### config.mk
export PLATFORM = sky130hd
export DESIGN_NAME = sirq_agent
export DESIGN_NICKNAME = d
export VERILOG_FILES = /design/src/rtl/sirq_agent_pkg.sv /design/src/rtl/sirq_frame_seq.sv /design/src/rtl/sirq_mode_track.sv /design/src/rtl/sirq_slot_drive.sv /design/src/rtl/sirq_agent.sv
export SDC_FILE = /design/constraint.sdc
export NUM_CORES = 1
export LEC_CHECK = 0
export BUFFER_PORTS_ARGS = -buffer_cell sky130_fd_sc_hd__buf_2
export CORE_MARGIN = 2
export CORE_UTILIZATION = 50
export CTS_BUF_LIST = sky130_fd_sc_hd__clkbuf_4 sky130_fd_sc_hd__clkbuf_8
export CTS_CLUSTER_SIZE = 24
export DETAILED_ROUTE_END_ITERATION = 8
export GPL_TIMING_DRIVEN = 0
export PLACE_DENSITY = 0.68
export SLEW_MARGIN = 20
export SYNTH_ARGS = -nofsm -noshare
export SYNTH_HDL_FRONTEND = slang
export SYNTH_SLANG_ARGS = --single-unit
### constraint.sdc
create_clock -name clk -period 3 [get_ports clk]
set_clock_uncertainty 0.15 [all_clocks]
set_input_delay 0.45 -clock clk [delete_from_list [all_inputs] [get_ports clk]]
set_output_delay 0.45 -clock clk [all_outputs]
set_load 0.01 [all_outputs]
### src/rtl/sirq_agent_pkg.sv
package sirq_agent_pkg;

  typedef enum logic [2:0] {
    PH_IDLE,
    PH_SELF,
    PH_START,
    PH_START_TA,
    PH_FRAME,
    PH_STOP_WAIT,
    PH_STOP_LOW
  } phase_e;

  typedef enum logic {
    MODE_CONT  = 1'b0,
    MODE_QUIET = 1'b1
  } mode_e;

  localparam logic [1:0] SUB_SAMPLE = 2'd0;
  localparam logic [1:0] SUB_RECOV  = 2'd1;
  localparam logic [1:0] SUB_TURN   = 2'd2;

  localparam int unsigned QUIET_WIDTH = 2;
  localparam int unsigned CONT_WIDTH  = 3;

  // Mode chosen by a completed Stop pulse of the given low width.
  function automatic mode_e next_mode(input int unsigned width, input mode_e cur);
    if (width == QUIET_WIDTH)     return MODE_QUIET;
    else if (width == CONT_WIDTH) return MODE_CONT;
    else                          return cur;
  endfunction

  // True when a low width is one of the two meaningful Stop widths.
  function automatic logic width_is_valid(input int unsigned width);
    return (width == QUIET_WIDTH) || (width == CONT_WIDTH);
  endfunction

endpackage

### src/rtl/sirq_frame_seq.sv
module sirq_frame_seq
  import sirq_agent_pkg::*;
#(
  parameter int unsigned NUM_FRAMES = 17,
  parameter int unsigned SLOT_W     = 5,
  parameter int unsigned CNT_W      = 3
) (
  input  logic              clk,
  input  logic              rst_n,
  input  logic              line_in,
  input  logic              self_go,
  output phase_e            phase,
  output logic [SLOT_W-1:0] frame_idx,
  output logic [1:0]        sub,
  output logic              stop_done,
  output logic [CNT_W-1:0]  stop_width
);

  localparam logic [SLOT_W-1:0] LAST_FRAME = SLOT_W'(NUM_FRAMES - 1);
  localparam logic [CNT_W-1:0]  CNT_MAX    = {CNT_W{1'b1}};

  logic [CNT_W-1:0] low_cnt;

  always_ff @(posedge clk or negedge rst_n) begin
    if (!rst_n) begin
      phase     <= PH_IDLE;
      frame_idx <= '0;
      sub       <= SUB_SAMPLE;
      low_cnt   <= '0;
    end else begin
      unique case (phase)
        PH_IDLE: begin
          if (!line_in)     phase <= PH_START;
          else if (self_go) phase <= PH_SELF;
        end
        PH_SELF: begin
          phase <= line_in ? PH_IDLE : PH_START;
        end
        PH_START: begin
          if (line_in) phase <= PH_START_TA;
        end
        PH_START_TA: begin
          phase     <= PH_FRAME;
          frame_idx <= '0;
          sub       <= SUB_SAMPLE;
        end
        PH_FRAME: begin
          if (sub == SUB_TURN) begin
            sub <= SUB_SAMPLE;
            if (frame_idx == LAST_FRAME) phase <= PH_STOP_WAIT;
            else                         frame_idx <= frame_idx + 1'b1;
          end else begin
            sub <= sub + 1'b1;
          end
        end
        PH_STOP_WAIT: begin
          if (!line_in) begin
            phase   <= PH_STOP_LOW;
            low_cnt <= CNT_W'(1);
          end
        end
        PH_STOP_LOW: begin
          if (line_in)                phase   <= PH_IDLE;
          else if (low_cnt != CNT_MAX) low_cnt <= low_cnt + 1'b1;
        end
        default: phase <= PH_IDLE;
      endcase
    end
  end

  assign stop_done  = (phase == PH_STOP_LOW) && line_in;
  assign stop_width = low_cnt;

  // A self-driven Start needs the recovery clock and one more idle high clock before it.
  AST_SELF_GAP: assert property (@(posedge clk) disable iff (!rst_n) (phase == PH_SELF) |-> ($past(line_in) && $past(line_in, 2)));

endmodule

### src/rtl/sirq_mode_track.sv
module sirq_mode_track
  import sirq_agent_pkg::*;
#(
  parameter int unsigned CNT_W = 3
) (
  input  logic             clk,
  input  logic             rst_n,
  input  logic             stop_done,
  input  logic [CNT_W-1:0] stop_width,
  output mode_e            mode
);

  always_ff @(posedge clk or negedge rst_n) begin
    if (!rst_n)         mode <= MODE_CONT;
    else if (stop_done) mode <= next_mode(int'(stop_width), mode);
  end

  AST_MODE_QUIET: assert property (@(posedge clk) disable iff (!rst_n) (stop_done && stop_width == CNT_W'(2)) |=> (mode == MODE_QUIET));
  AST_MODE_CONT: assert property (@(posedge clk) disable iff (!rst_n) (stop_done && stop_width == CNT_W'(3)) |=> (mode == MODE_CONT));
  AST_MODE_KEEP: assert property (@(posedge clk) disable iff (!rst_n) (!stop_done || !width_is_valid(int'(stop_width))) |=> $stable(mode));

endmodule

### src/rtl/sirq_slot_drive.sv
module sirq_slot_drive
  import sirq_agent_pkg::*;
#(
  parameter int unsigned SLOT_W = 5
) (
  input  logic              clk,
  input  logic              rst_n,
  input  phase_e            phase,
  input  logic [SLOT_W-1:0] frame_idx,
  input  logic [1:0]        sub,
  input  logic [SLOT_W-1:0] slot_sel,
  input  logic              irq_lvl,
  input  mode_e             mode,
  output logic              self_go,
  output logic              bus_oe,
  output logic              bus_out
);

  logic irq_q;
  logic last_rep;
  logic own_slot;
  logic sample_evt;
  logic recov_evt;
  logic pending;

  assign own_slot   = (phase == PH_FRAME) && (frame_idx == slot_sel);
  assign sample_evt = own_slot && (sub == SUB_SAMPLE);
  assign recov_evt  = own_slot && (sub == SUB_RECOV);
  assign pending    = irq_q != last_rep;

  always_ff @(posedge clk or negedge rst_n) begin
    if (!rst_n) begin
      irq_q    <= 1'b0;
      last_rep <= 1'b0;
    end else begin
      irq_q <= irq_lvl;
      if (sample_evt) last_rep <= irq_q;
    end
  end

  assign self_go = (phase == PH_IDLE) && (mode == MODE_QUIET) && pending;
  assign bus_oe  = (phase == PH_SELF) || (sample_evt && irq_q) || recov_evt;
  assign bus_out = recov_evt;

  always_comb begin
    if (!rst_n) AST_RESET_QUIET: assert (!bus_oe);
  end

  AST_NO_START_CONT: assert property (@(posedge clk) disable iff (!rst_n) (phase == PH_SELF) |-> (mode == MODE_QUIET));
  AST_START_ONE_CLK: assert property (@(posedge clk) disable iff (!rst_n) (phase == PH_SELF) |=> !bus_oe);
  AST_OWN_SLOT_ONLY: assert property (@(posedge clk) disable iff (!rst_n) (bus_oe && phase != PH_SELF) |-> (phase == PH_FRAME && frame_idx == slot_sel && sub != SUB_TURN));
  AST_START_NEEDS_NEWS: assert property (@(posedge clk) disable iff (!rst_n) (phase == PH_SELF) |-> $past(irq_q != last_rep));

endmodule

### src/rtl/sirq_agent.sv
module sirq_agent
  import sirq_agent_pkg::*;
#(
  parameter int unsigned NUM_FRAMES = 17,
  parameter int unsigned STOP_CNT_W = 3,
  localparam int unsigned SLOT_W    = (NUM_FRAMES > 1) ? $clog2(NUM_FRAMES) : 1
) (
  input  logic              clk,
  input  logic              rst_n,
  input  logic              sirq_in,
  input  logic              irq_lvl,
  input  logic [SLOT_W-1:0] slot_sel,
  output logic              sirq_oe,
  output logic              sirq_out
);

  phase_e                phase;
  logic [SLOT_W-1:0]     frame_idx;
  logic [1:0]            sub;
  logic                  stop_done;
  logic [STOP_CNT_W-1:0] stop_width;
  logic                  self_go;
  mode_e                 mode;

  sirq_frame_seq #(
    .NUM_FRAMES (NUM_FRAMES),
    .SLOT_W     (SLOT_W),
    .CNT_W      (STOP_CNT_W)
  ) u_seq (
    .clk        (clk),
    .rst_n      (rst_n),
    .line_in    (sirq_in),
    .self_go    (self_go),
    .phase      (phase),
    .frame_idx  (frame_idx),
    .sub        (sub),
    .stop_done  (stop_done),
    .stop_width (stop_width)
  );

  sirq_mode_track #(
    .CNT_W (STOP_CNT_W)
  ) u_mode (
    .clk        (clk),
    .rst_n      (rst_n),
    .stop_done  (stop_done),
    .stop_width (stop_width),
    .mode       (mode)
  );

  sirq_slot_drive #(
    .SLOT_W (SLOT_W)
  ) u_drive (
    .clk       (clk),
    .rst_n     (rst_n),
    .phase     (phase),
    .frame_idx (frame_idx),
    .sub       (sub),
    .slot_sel  (slot_sel),
    .irq_lvl   (irq_lvl),
    .mode      (mode),
    .self_go   (self_go),
    .bus_oe    (sirq_oe),
    .bus_out   (sirq_out)
  );

endmodule

==> summary.md <==
| Metric | Value |
|---|---|
| Hold WC Path Type | `in -> reg` |
| Share of cells above drive strength 1 | `between 10% and 20%` |
| Die Width | `about 48 um` |
| Crit path launch type | `flip-flop` |
| Post-route ant nets | `0` |
| DP HPWL | `~1300 um` |
| Total track usage | `approximately 17%` |
| Hold_sp | `irq_lvl` |
| Depth of the most critical reg-to-reg path | `6` |
| Max_cap viols | `0` |
| EDFF count, synth | `0` |
| Reg clk slew, reported paths | `about 100 ps` |
| Flops & latches, synth | `16` |
| Post-route DRC | `0` |
| Nets | `134` |
| Io pins | `11` |
| WL/cell | `roughly 12 um` |
| Crit path DAT | `between 2000 and 2500 ps` |
| Placer Congestion | `around 0.87` |
| Initial antenna violation count | `0` |
| Synth unique cells | `37` |
| Peak VDD IR | `0.409 mV` |
| Area leader, netlist | `dfrtp_1` |
| DRT Pass-1 Iters | `4` |
| Mean area per synthesized cell | `between 9 and 10 sq um` |
| Power density cells | `659 nW/um^2` |
| Worst Path Buf+Inv | `3` |
| Max-slew violation count | `0` |
| Via count | `between 700 and 800` |
| Critical path required time | `2400 ps` |
| Crit-path most repeated cell | `buf_2` |
| Worst setup margin | `about 48 ps` |
| Slew @ Worst Pin | `between 400 and 500 ps` |
| Cell with the most instances after synthesis | `dfrtp_1` |
| Hold Path Sink | `u_drive.irq_q$_DFF_PN0_` |
| Cell area after synthesis | `between 900 and 1000 sq um` |
| IO Port Bufs | `10` |
| Share of flip-flops with an asynchronous set or reset | `100%` |
| Share of the synthesized area in the top cell type | `40.6%` |
| Min Tclk post-route | `between 2000 and 3000 ps` |
| Crit Path Class | `reg -> out` |
| Number of fill cells | `180` |
| Vias in the first global route | `between 700 and 800` |
| Reg2reg setup slack | `about 640 ps` |
| Post-synth top cells | `16 x dfrtp_1, 11 x nor2_1, 8 x nand2_1` |
| Die area | `between 2000 and 2500 sq um` |
| Outcome | `finished clean` |
| Core ar. | `1900 sq um` |
| Root buffer cell | `clkbuf_4` |
| Max_slew headroom | `between 70% and 80%` |
| Worst Hold Depth | `1` |
| Register area share after synthesis | `about two fifths` |
| Clock Latency Late Sink | `~290 ps` |
| Initial core utilization | `between 50% and 60%` |
| Syn-to-layout area delta | `14.1%` |
| Setup TNS | `0 ps` |
| Crit-path leading delay family | `simple AND/OR/NAND/NOR gates` |
| Final period utilization | `a little over nine tenths` |
| Static leakage | `between 0.5 and 0.6 nW` |
| CTS Buffer Depth | `2` |
| Crit-path slowest cell | `or4_4` |
| Row cnt | `16` |
| Top cells by area, synth | `dfrtp_1 41%, ha_1 7.6%, xnor2_1 5.3%` |
| Clock Sinks | `16` |
| Max Fanout on Critical Path | `10` |
| R2R Path End | `u_drive.last_rep$_DFFE_PN0P_` |
| WL final | `approximately 1800 um` |
| CP cell instances | `buf_6 -> or3b_1 -> buf_2 -> or4_4 -> o32ai_2 -> buf_2` |
| Synth Net Count | `~120` |
| Critical path's largest stage delay | `between 500 and 600 ps` |
| Place WS | `around 390 ps` |
| H-tree depth | `1` |
| Die Y | `a little under 50 um` |
| R2r startpoint | `u_seq.phase[1]$_DFFE_PN0P_` |
| Synth warnings | `0` |
| GR Overflow Total | `0` |
| Main synth FF type | `dfrtp_1` |
| Fin. Hold Viols | `0` |
| Fmax achieved | `around 340 MHz` |
| CTS tree | `built` |
| Largest net degree at the start of global routing | `17` |
| Final Core Density | `around 59%` |
| Total CTS buffers | `3` |
| Post-Synthesis Cells | `roughly 100` |
| Global-route wire length before repair | `3220 um` |
| Vias per cell | `between 5 and 6` |
| 1st-iter DRT viols | `3` |
| Post-CTS Setup Bufs | `0` |
| Fin Hold WS | `110 ps` |
| CP Capture Type | `output port` |
| Antenna diode count | `0` |
| Final setup fails | `0` |
-- where the power goes --
group | internal, W | total [W] | switching [W]
registers | 0.000265 | 0.000317 | 0.0000515
clock network | 0.0000739 | 0.000144 | 0.0000697
logic | 0.000129 | 0.000281 | 0.000152
total | 0.000468 | 0.000741 | 0.000273
-- worst max-delay path by stage --
| stage | slack (ps) | depth (start not counted) | from | to |
|---|---|---|---|---|
| CTS | 60 | 6 | u_seq.phase[1]$_DFFE_PN0P_ | sirq_oe |
| global placement | 410 | 6 | u_seq.phase[1]$_DFFE_PN0P_ | sirq_oe |
| finish | 50 | 6 | u_seq.phase[1]$_DFFE_PN0P_ | sirq_oe |
| detailed placement | 390 | 6 | u_seq.phase[1]$_DFFE_PN0P_ | sirq_oe |
| global route | -30 | 6 | u_seq.phase[1]$_DFFE_PN0P_ | sirq_oe |
| floorplan | 470 | 5 | u_seq.phase[1]$_DFFE_PN0P_ | sirq_oe |
-- per-layer routing --
metal / wire length [um] / part of all wire [%] / vias to the layer above / global-route usage [%]
li1: - / - / 393 / -
met1: 877 / 50 / 355 / 24.5
met2: 813 / 46 / 10 / 28.0
met3: 41 / 2.3 / 4 / 2.16
met4: 23 / 1.3 / 0 / 5.24
met5: 0 / 0 / - / 0
-- state kept, by name, summed over array words and instances, names as in the netlist --
signal            cells
u_drive.irq_q         1
u_drive.last_rep      1
u_mode.mode           1
u_seq.frame_idx       5
u_seq.phase           3
u_seq.stop_width      3
u_seq.sub             2
-- cell usage in the layout, fill, tap and decap left out, types with 2 or more instances in the layout --
master	netlist	layout
mux2_1	4	4
o21ai_1	2	2
nor2_1	11	11
buf_2	1	11
clkbuf_4	0	3
a21oi_1	6	6
nor3_1	3	3
o21ai_0	2	2
ha_1	6	6
nand2b_1	4	4
xnor2_1	6	6
dfrtp_1	16	15
inv_1	6	6
nand3b_1	3	3
nand3_1	2	2
xor2_1	2	2
nand2_1	8	8
-- stage by stage --
stage | instance area, sq um | cells | power, W
after floorplan | 986 | 103 | 0.000531
after global placement | 1070 | 140 | 0.000590
after detailed placement | 1070 | 140 | 0.000597
after CTS | 1120 | 145 | 0.000742
after global routing | 1120 | 145 | 0.000812
final | 1120 | 145 | 0.000741
-- area by class of cell --
class / count / area [sq um] / area share [%]
Timing Repair Buffer: 11 / 60.1 / 5.34
Sequential cell: 16 / 402 / 35.7
Tap cell: 27 / 33.8 / 3.00
Inverter: 6 / 22.5 / 2.00
Multi-Input combinational cell: 78 / 551 / 48.9
Buffer: 3 / 20.0 / 1.78
Clock buffer: 4 / 36.3 / 3.23
-- logic make-up after synthesis --
| logic type | synth area share (%) |
|---|---|
| AO/OA/AOI/OAI | 10.8 |
| XOR/XNOR | 7.11 |
| flip-flops | 40.6 |
| adder cells (fa/ha/maj) | 7.61 |
| AND/OR/NAND/NOR | 22.8 |
| buffers and inverters | 4.31 |
| multiplexers | 6.73 |
-- timing repair --
action                                  in CTS  in global routing
hold endpoints to repair                    16                  0
endpoints found under the setup margin       0                  1
gates resized for setup                      0                  2
hold buffers                                 1                  0
Note: power is estimated with default switching activity, not from simulation.
